===== config.mk =====
export PLATFORM = sky130hd
export DESIGN_NAME = poison_regfile
export DESIGN_NICKNAME = d
export VERILOG_FILES = /design/src/rtl/poison_regfile.sv
export SDC_FILE = /design/constraint.sdc
export NUM_CORES = 1
export LEC_CHECK = 0
export CORE_MARGIN = 2
export CORE_UTILIZATION = 49
export DETAILED_ROUTE_END_ITERATION = 7
export DONT_BUFFER_PORTS = 1
export PLACE_DENSITY = 0.71
export SLEW_MARGIN = 5
export SYNTH_ARGS = -nofsm -noshare
export SYNTH_HDL_FRONTEND = slang
export SYNTH_SLANG_ARGS = --single-unit

===== constraint.sdc =====
create_clock -name clk -period 10.99 [get_ports clk]
set_clock_uncertainty 0.1 [all_clocks]
set_input_delay 1.099 -clock clk [delete_from_list [all_inputs] [get_ports clk]]
set_output_delay 1.099 -clock clk [all_outputs]
set_load 0.1 [all_outputs]

===== src/rtl/poison_regfile.sv =====
`timescale 1ns/100ps
module poison_regfile #(
  parameter int NREGS = 16,
  parameter int DW = 32,
  localparam int IW = $clog2(NREGS)
) (
  input  logic          clk,
  input  logic          rst_n,
  input  logic          wb_en,
  input  logic [IW-1:0] wb_idx,
  input  logic [DW-1:0] wb_data,
  input  logic          wb_spec,
  input  logic          wb_exc,
  input  logic          wb_fatal,
  input  logic          wb_src_poison,
  input  logic          rd_en_a,
  input  logic [IW-1:0] rd_idx_a,
  input  logic          rd_spec_a,
  output logic [DW-1:0] rd_data_a,
  output logic          rd_poison_a,
  input  logic          rd_en_b,
  input  logic [IW-1:0] rd_idx_b,
  input  logic          rd_spec_b,
  output logic [DW-1:0] rd_data_b,
  output logic          rd_poison_b,
  input  logic          chk_en,
  input  logic [IW-1:0] chk_idx,
  output logic          fatal_o,
  output logic [IW-1:0] fatal_idx_o,
  output logic          recover_o,
  output logic          service_o
);

  logic [DW-1:0]    regs_q [NREGS];
  logic [NREGS-1:0] poison_q;

  logic wr_ok, set_psn, off_a, off_b, pick_a;

  assign wr_ok   = wb_en & ~wb_exc;
  assign set_psn = wb_en & wb_spec & ((wb_exc & wb_fatal) | (~wb_exc & wb_src_poison));

  always_ff @(posedge clk) begin
    if (!rst_n) begin
      for (int i = 0; i < NREGS; i++) regs_q[i] <= '0;
    end else if (wr_ok) begin
      regs_q[wb_idx] <= wb_data;
    end
  end

  always_ff @(posedge clk) begin
    if (!rst_n)       poison_q <= '0;
    else if (set_psn) poison_q[wb_idx] <= 1'b1;
    else if (wr_ok)   poison_q[wb_idx] <= 1'b0;
  end

  assign rd_data_a   = regs_q[rd_idx_a];
  assign rd_poison_a = poison_q[rd_idx_a];
  assign rd_data_b   = regs_q[rd_idx_b];
  assign rd_poison_b = poison_q[rd_idx_b];

  assign off_a  = rd_en_a & ~rd_spec_a & poison_q[rd_idx_a];
  assign off_b  = rd_en_b & ~rd_spec_b & poison_q[rd_idx_b];
  assign pick_a = off_a & (~off_b | (rd_idx_a <= rd_idx_b));

  always_ff @(posedge clk) begin
    if (!rst_n) begin
      fatal_o     <= 1'b0;
      fatal_idx_o <= '0;
      recover_o   <= 1'b0;
      service_o   <= 1'b0;
    end else begin
      fatal_o     <= off_a | off_b;
      fatal_idx_o <= pick_a ? rd_idx_a : (off_b ? rd_idx_b : '0);
      recover_o   <= chk_en & poison_q[chk_idx];
      service_o   <= wb_en & wb_exc & ~wb_fatal;
    end
  end


  clean_write_clears_chk: assert property (@(posedge clk) disable iff (!rst_n)
    wb_en && !wb_exc && !wb_spec |=> !poison_q[$past(wb_idx)]);


  spec_fault_poisons_chk: assert property (@(posedge clk) disable iff (!rst_n)
    wb_en && wb_spec && wb_exc && wb_fatal |=> poison_q[$past(wb_idx)]);


  spec_reads_quiet_chk: assert property (@(posedge clk) disable iff (!rst_n)
    (!rd_en_a || rd_spec_a) && (!rd_en_b || rd_spec_b) |=> !fatal_o);


  recover_needs_check_chk: assert property (@(posedge clk) disable iff (!rst_n)
    !chk_en |=> !recover_o);


  service_needs_fault_chk: assert property (@(posedge clk) disable iff (!rst_n)
    !(wb_en && wb_exc) |=> !service_o);


  nonspec_fault_keeps_chk: assert property (@(posedge clk) disable iff (!rst_n)
    wb_en && wb_exc && !wb_spec |=> $stable(poison_q));

endmodule


Word-level counts from Yosys, hierarchy flattened
Memories as Yosys holds them, arrays and structs flattened.
Index checks and enable logic that the tools add are counted.
{"block": "totals", "reg_bits": 23, "latchBits": 0, "ramBits": 512, "mem_bits_ro": 0, "elab_cells": 58, "mem_count": 1}
{"block": "classes", "n_addsub": 0, "multipliers": 0, "n_div": 0, "magnitude_cmp": 6, "eq_ne": 0, "shift": 0, "mux": 19, "bitwise": 24, "n_reduce_logical": 3}
{"memory": "regs_q", "depth": 16, "word_bits": 32, "rd": 2, "rd_clocked_by_memory_dff": 0, "wr": 16, "line": "34", "source": "logic [DW-1:0] regs_q [NREGS];"}
{"operator": "$mux W16", "count": 2}
{"operator": "$mux W32", "count": 1}
{"operator": "$reduce_or A32 Y1", "count": 1}
{"operator": "$lt A4 B5 Y1 const B", "count": 4}
{"operator": "$and A16 B16 Y16", "count": 1}
{"operator": "$not A16 Y16", "count": 1}
{"operator": "$or A16 B16 Y16", "count": 1}
{"operator": "$and A1 B1 Y1", "count": 13}
{"operator": "$bmux W1 S4", "count": 3}
{"operator": "$mux W4", "count": 3}
{"operator": "$mux W1", "count": 9}
{"operator": "$not A1 Y1", "count": 5}
{"operator": "$demux W1 S4", "count": 1}
{"operator": "$ge A4 B1 Y1 const B", "count": 1}
{"operator": "$le A4 B4 Y1", "count": 1}
{"operator": "$or A1 B1 Y1", "count": 3}
{"operator": "$reduce_bool A2 Y1", "count": 1}
{"operator": "$logic_and A1 B1 Y1", "count": 1}

Longest topological paths before layout
Gate-level depths: netlist of run 1.
{"block": "logic_depth", "ltp_word": 8, "depth_mapped": 11}

Least setup slack after synthesis of run 1
No wires, ideal clock.
{"block": "synth_path", "path_kind": "in2reg", "start": "input port wb_idx[3]", "end": "memory regs_q[11][0], enable pin", "setup_time_ns": 0.466, "t_arrival_ns": 4.049, "path_slack_ns": 6.375, "path_stages": 5, "path_cell_list": "buf_2 > nor2b_1 > clkbuf_1 > nand3_1 > o21ai_0"}
{"item": "start, declared", "line": "10", "source": "input logic [IW-1:0] wb_idx,"}
{"item": "end, declared", "line": "34"}

Worst setup path in the final report of run 1
{"block": "layout_path", "start": "input port rd_idx_b[3]", "end": "output port rd_poison_b"}
{"block": "layout_via", "elab_chain_len": 2}
{"item": "start, declared", "line": "22", "source": "input logic [IW-1:0] rd_idx_b,"}
{"item": "$bmux W1 S4", "line": "59", "source": "assign rd_poison_b = poison_q[rd_idx_b];"}
{"item": "$mux W1 (not written as such)", "line": "59"}
{"item": "end, declared", "line": "25", "source": "output logic rd_poison_b,"}
Every way passes these cells. The select of a mux whose other input is x is not followed.

==> flow_summary.toml, run 1 <==
[die]
die_h_microns = 244
die_area_sq_mm = 0.0595
die_x_microns = 244
start_util_pct = 49.8
placement_rows = 87
top_level_ports = 133
core-area_sq_mm = 0.0567

[power]
p_leak_nw = 10.1
powerDensity_mw_per_mm2 = 162
ir_drop_v = 0.000128

[sta]
setup_violations = 0
worst_slack_ns = 6.79
drv_slew = 0
maxSlewHeadroom_pct = 8.92
hold_viol_final = 0
fmax_mhz = 238
finalHoldWorstSlack_ns = 0.477
post-route-min-period_ns = 4.20
fin_setup_tns_ns = 0
fin_crit_sh_pct = 38.2
grt_setup_unrepaired = "false"
worst_pin_slew_ns = 1.36

[critical_path]
path_max_fanout = 34
critical_path_class = "in2out"
endpoint_kind = "primary output"
worstPathArrival_ns = 3.00
crit_required_ns = 9.79
cp-start-kind = "input pin"

[yosys]
synth_nets = 1795
yosys.area.top_type_share_pct = 54.5
yosysMostFrequentCell = "and2_1"
syn_inst = 1731
syn_avg_cell_area_sq_um = 16.3
netlist-cell-type-count = 40
synth_area_sq_mm = 0.0282
ys_seq_area_share_pct = 56.1
synth_warnings = 0
yosysTopAreaCell = "edfxtp_1"
synth_commonest_cells = "527 x and2_1, 512 x edfxtp_1, 328 x mux4_2"
async_flop_share_pct = 0
synth_ff_type = "edfxtp_1"
synth_edf_count = 512
synth_seq_cells = 535
synth.area.top_cells = "edfxtp_1 54%, mux4_2 26%, and2_1 12%"

[finish]
nNetsFinal = 1708
nFillCells = 4406
final_core_util_pct = 53.9
area_delta_synth_final_pct = 8.41
drive_above_1_share_pct = 27.9

[clock_tree]
ctsHoldBuffers = 0
clockBufferDepth = 3
cts_tree = "yes"
clk_pin_slew_ns = 0.06
cts_resized = 0
post_cts_buffers = 0
ctsHtreeMaxLevel = 2
clock_sinks = 535
clock_latency_ns = 0.61
clock_tree.root_cell = "clkbuf_16"
numCtsBuffers = 55

[detailed_routing]
ant_nets = 0
route.detailed.drc = 0
wl_met1_mm = 28.7
dr.pass1.iters = 7
met2_length_mm = 39.1
vias = 15900
wl_per_cell_microns = 31.4
topRoutingLayerUsed = "met4"
wl_met3_mm = 7.09
drt-total-wl_mm = 76.8
drt_iter0_drc = 1844
vias_per_cell = 6.52

[global_routing]
track_usage_pct = 26.2
antenna_found_initial = 2
grt_pass1_wl_mm = 113
grt_max_degree = 137
grt_pass1_vias = 16400
grt_overflow_total = 0

[placed_design]
dpl.hpwl_mm = 38.3
place_ws_ns = 6.76
gp_congestion = 0.787
port_buffers = 0

[job]
drv_cap = 0

[min_path]
hold_path.class = "reg2reg"

[status]
status = "completed"
[cell usage in the layout, fill, tap and decap left out, drive strengths merged, types with 2 or more instances in the layout]
cell type and instances:
and2 527, edfxtp 512, mux4 328, clkbuf 75, nand2 42, buf 27, o21ai 27, dfxtp 23
clkinv 20, nor2 20, nand3 15, nor2b 10, mux2 6, bufinv 6, mux2i 5, nand4 5
inv 5, ha 4, nor4 4, nand2b 3, a21oi 3, o21a 3, o32ai 3, a22oi 2
o211ai 2, o221a 2
[path summary, 6_finish.rpt]
check	slack (ns)	start	to	cells after the start
max	6.79	rd_idx_b[3]	rd_poison_b	5
min	0.48	flip-flop	flip-flop	2
max reg2reg	9.09	flip-flop	fatal_idx_o[0]	6
min reg2reg	0.48	flip-flop	flip-flop	2
[kinds of logic (layout without fill, tap and decap cells)]
| group | count (synthesis) | in the layout | synth area share [%] |
|---|---|---|---|
| AND/OR/NAND/NOR | 629 | 629 | 13.4 |
| flip-flops | 535 | 535 | 56.1 |
| multiplexers | 339 | 339 | 26.6 |
| buffers and inverters | 175 | 133 | 2.62 |
| AO/OA/AOI/OAI | 49 | 49 | 1.12 |
| adder cells (fa/ha/maj) | 4 | 4 | 0.177 |
| other | 0 | 1 | 0 |
[registers in the layout (all words and copies together) (netlist names), named ones only]
register / count
regs_q: 512
service_o: 1
recover_o: 1
fatal_o: 1
fatal_idx_o: 4
[metrics by stage]
step	cells	instance area, sq um	power (mW)
after global placement	2343	28800	3.12
after detailed placement	2343	28800	3.13
after global routing	2445	30600	5.08
final	2446	30600	4.96
after CTS	2445	30600	4.98
after floorplan	1731	28200	3.07
[worst max-delay path, stage by stage]
cell	delay, ns
inv_2	0.02
buf_4	0.73
o221a_2	0.39
o21ai_0	0.08
nand2_1	0.67
[routing by layer]
layer / vias up / GRT usage [%]
li1: 6557 / -
met1: 8480 / 34.1
met2: 759 / 44.6
met3: 142 / 5.41
met4: 0 / 7.96
met5: - / 0
[layout make-up]
type	count	area, sq um	area share [%]
diodes	1	2.50	0.00818
clock buffers	75	1480	4.85
clock inverters	27	292	0.953
inverters	4	15.0	0.0491
multi-input cells	1021	11800	38.6
flip-flops and latches	535	15800	51.8
well taps	756	946	3.09
repair buffers	27	203	0.663
[where the power goes]
part           total (mW)  switching [mW]  internal, mW  leakage (nW)
Sequential           2.40          0.0549          2.34          5.07
Clock                1.87           0.790          1.08         0.866
Combinational       0.690           0.457         0.233          4.18
Total                4.96            1.30          3.66          10.1
Power figures use the tool's default switching activity.
==> inputs of run 2 (changes only) <==
Settings changed: PLACE_DENSITY 0.71 to 0.73.
Clock period 10.99 ns to 3.7 ns, I/O delays scaled along.
==> flow_summary.toml, run 2 (synthesized netlist as in run 1, its figures left out) <==
[status]
status = "completed"

[finish]
area_delta_synth_final_pct = 10.5
final_cell_mix = "527 x and2_1, 512 x edfxtp_1, 328 x mux4_2, 57 x clkbuf_16, 50 x dlygate4sd3_1"
largest_reg_flops = 512
nFillCells = 4386
drive_above_1_share_pct = 27.3
ff_latch_area_sq_mm = 0.0158
top_regs = "regs_q (512), fatal_idx_o (4)"
nNetsFinal = 1761
largest_register = "regs_q"
layout_commonest_cell = "and2_1"
multiInputGateArea_sq_mm = 0.0119

[die]
top_level_ports = 133
die_h_microns = 244
core-area_sq_mm = 0.0567
placement_rows = 87
start_util_pct = 49.8
die_x_microns = 244
die_area_sq_mm = 0.0595

[sta]
fin_crit_sh_pct = 75.8
finalHoldWorstSlack_ns = 0.0392
drv_slew = 0
grt_setup_unrepaired = "false"
post-route-min-period_ns = 2.80
fin_setup_tns_ns = 0
maxSlewHeadroom_pct = 13.5
hold_viol_final = 0
worst_slack_ns = 0.896
setup_violations = 0
worst_pin_slew_ns = 1.30
fmax_mhz = 357

[detailed_routing]
route.detailed.drc = 0
dr.pass1.iters = 6
ant_nets = 0
wl_per_cell_microns = 31.0
drt_iter0_drc = 2056
vias_per_cell = 6.51
vias = 16300
drt-total-wl_mm = 77.6

[global_routing]
gr-usage-met3_pct = 6.79
grt_overflow_total = 0
grt_pass1_vias = 16700
antenna_found_initial = 3
top_usage_layer = "met2"
gr-usage-met2_pct = 42.1
track_usage_pct = 26.5
grt_use_met1_pct = 36.2
grt_max_degree = 137
grt_pass1_wl_mm = 114

[clock_tree]
clock_latency_ns = 0.62
cts_resized = 0
clock_sinks = 535
clk_pin_slew_ns = 0.06
clockBufferDepth = 3
ctsHtreeMaxLevel = 2
clock_tree.root_cell = "clkbuf_16"
cts_tree = "yes"
numCtsBuffers = 55

[critical_path]
critical_path_class = "reg2out"
timing.rr.end = "fatal_idx_o[0]"
cp-start-kind = "flip-flop"
crit_required_ns = 3.23
rr_worst_depth = 7
path_max_fanout = 2
r2r_slack_ns = 1.18
endpoint_kind = "primary output"
worstPathArrival_ns = 2.33

[placed_design]
port_buffers = 0
dpl.hpwl_mm = 42.3
place_ws_ns = 1.14
gp_congestion = 0.795

[job]
drv_cap = 0

[power]
powerDensity_mw_per_mm2 = 471
ir_drop_v = 0.000320
p_leak_nw = 10.4

[min_path]
holdPathEnd = "regs_q[11][29]"
holdPathStages = 1
holdCritStartpoint = "rst_n"
hold_path.class = "in2reg"
==> run 2: worst max-delay path by stage <==
stage / from / endpoint / cells past startpoint
detailed placement: rd_idx_b[3] / rd_data_b[0] / 3
global placement: wb_idx[2] / regs_q[7][14] / 4
CTS: regs_q[14][11] / rd_data_b[11] / 2
floorplan: wb_idx[3] / regs_q[15][0] / 3
finish: regs_q[14][31] / rd_data_a[31] / 2
global route: regs_q[14][11] / rd_data_b[11] / 2
==> run 2: metal layers <==
metal / share of wire, % / vias up
met2: 48 / 887
li1: - / 6669
met4: 3.0 / 4
met3: 10 / 157
met5: 0.037 / -
met1: 38 / 8564
==> run 2: area by class of cell <==
cell class,count,share of cell area [%]
Clock buffer,69,4.75
Timing Repair Buffer,80,2.65
Multi-Input combinational cell,1021,38.0
Tap cell,756,3.03
Antenna cell,3,0.0241
Clock inverter,34,0.718
Sequential cell,535,50.8
Inverter,4,0.0481
==> run 2: through the flow <==
stage	total power, mW	std cells	cell area [sq um]	util (%)
after floorplan	9.11	1731	28200	-
after global placement	9.28	2346	29000	51.1
after detailed placement	9.33	2346	29000	51.1
after CTS	14.7	2499	31200	55.0
after global routing	15.0	2499	31200	55.0
final	14.7	2502	31200	55.0
==> run 2: timing repair <==
action                    CTS  global route
hold buffers               50             0
setup buffers               0             0
hold endpoints to repair  535             0
==> run 2: report_power, final <==
group          internal, mW  switching (mW)
combinational         0.739            1.45
sequential             6.96           0.173
clock                  2.97            2.39
==> run 2: worst max-delay path: stages, from the launching register on <==
cell and delay (ns):
edfxtp_1 0.42, mux4_2 0.51, mux4_2 0.79
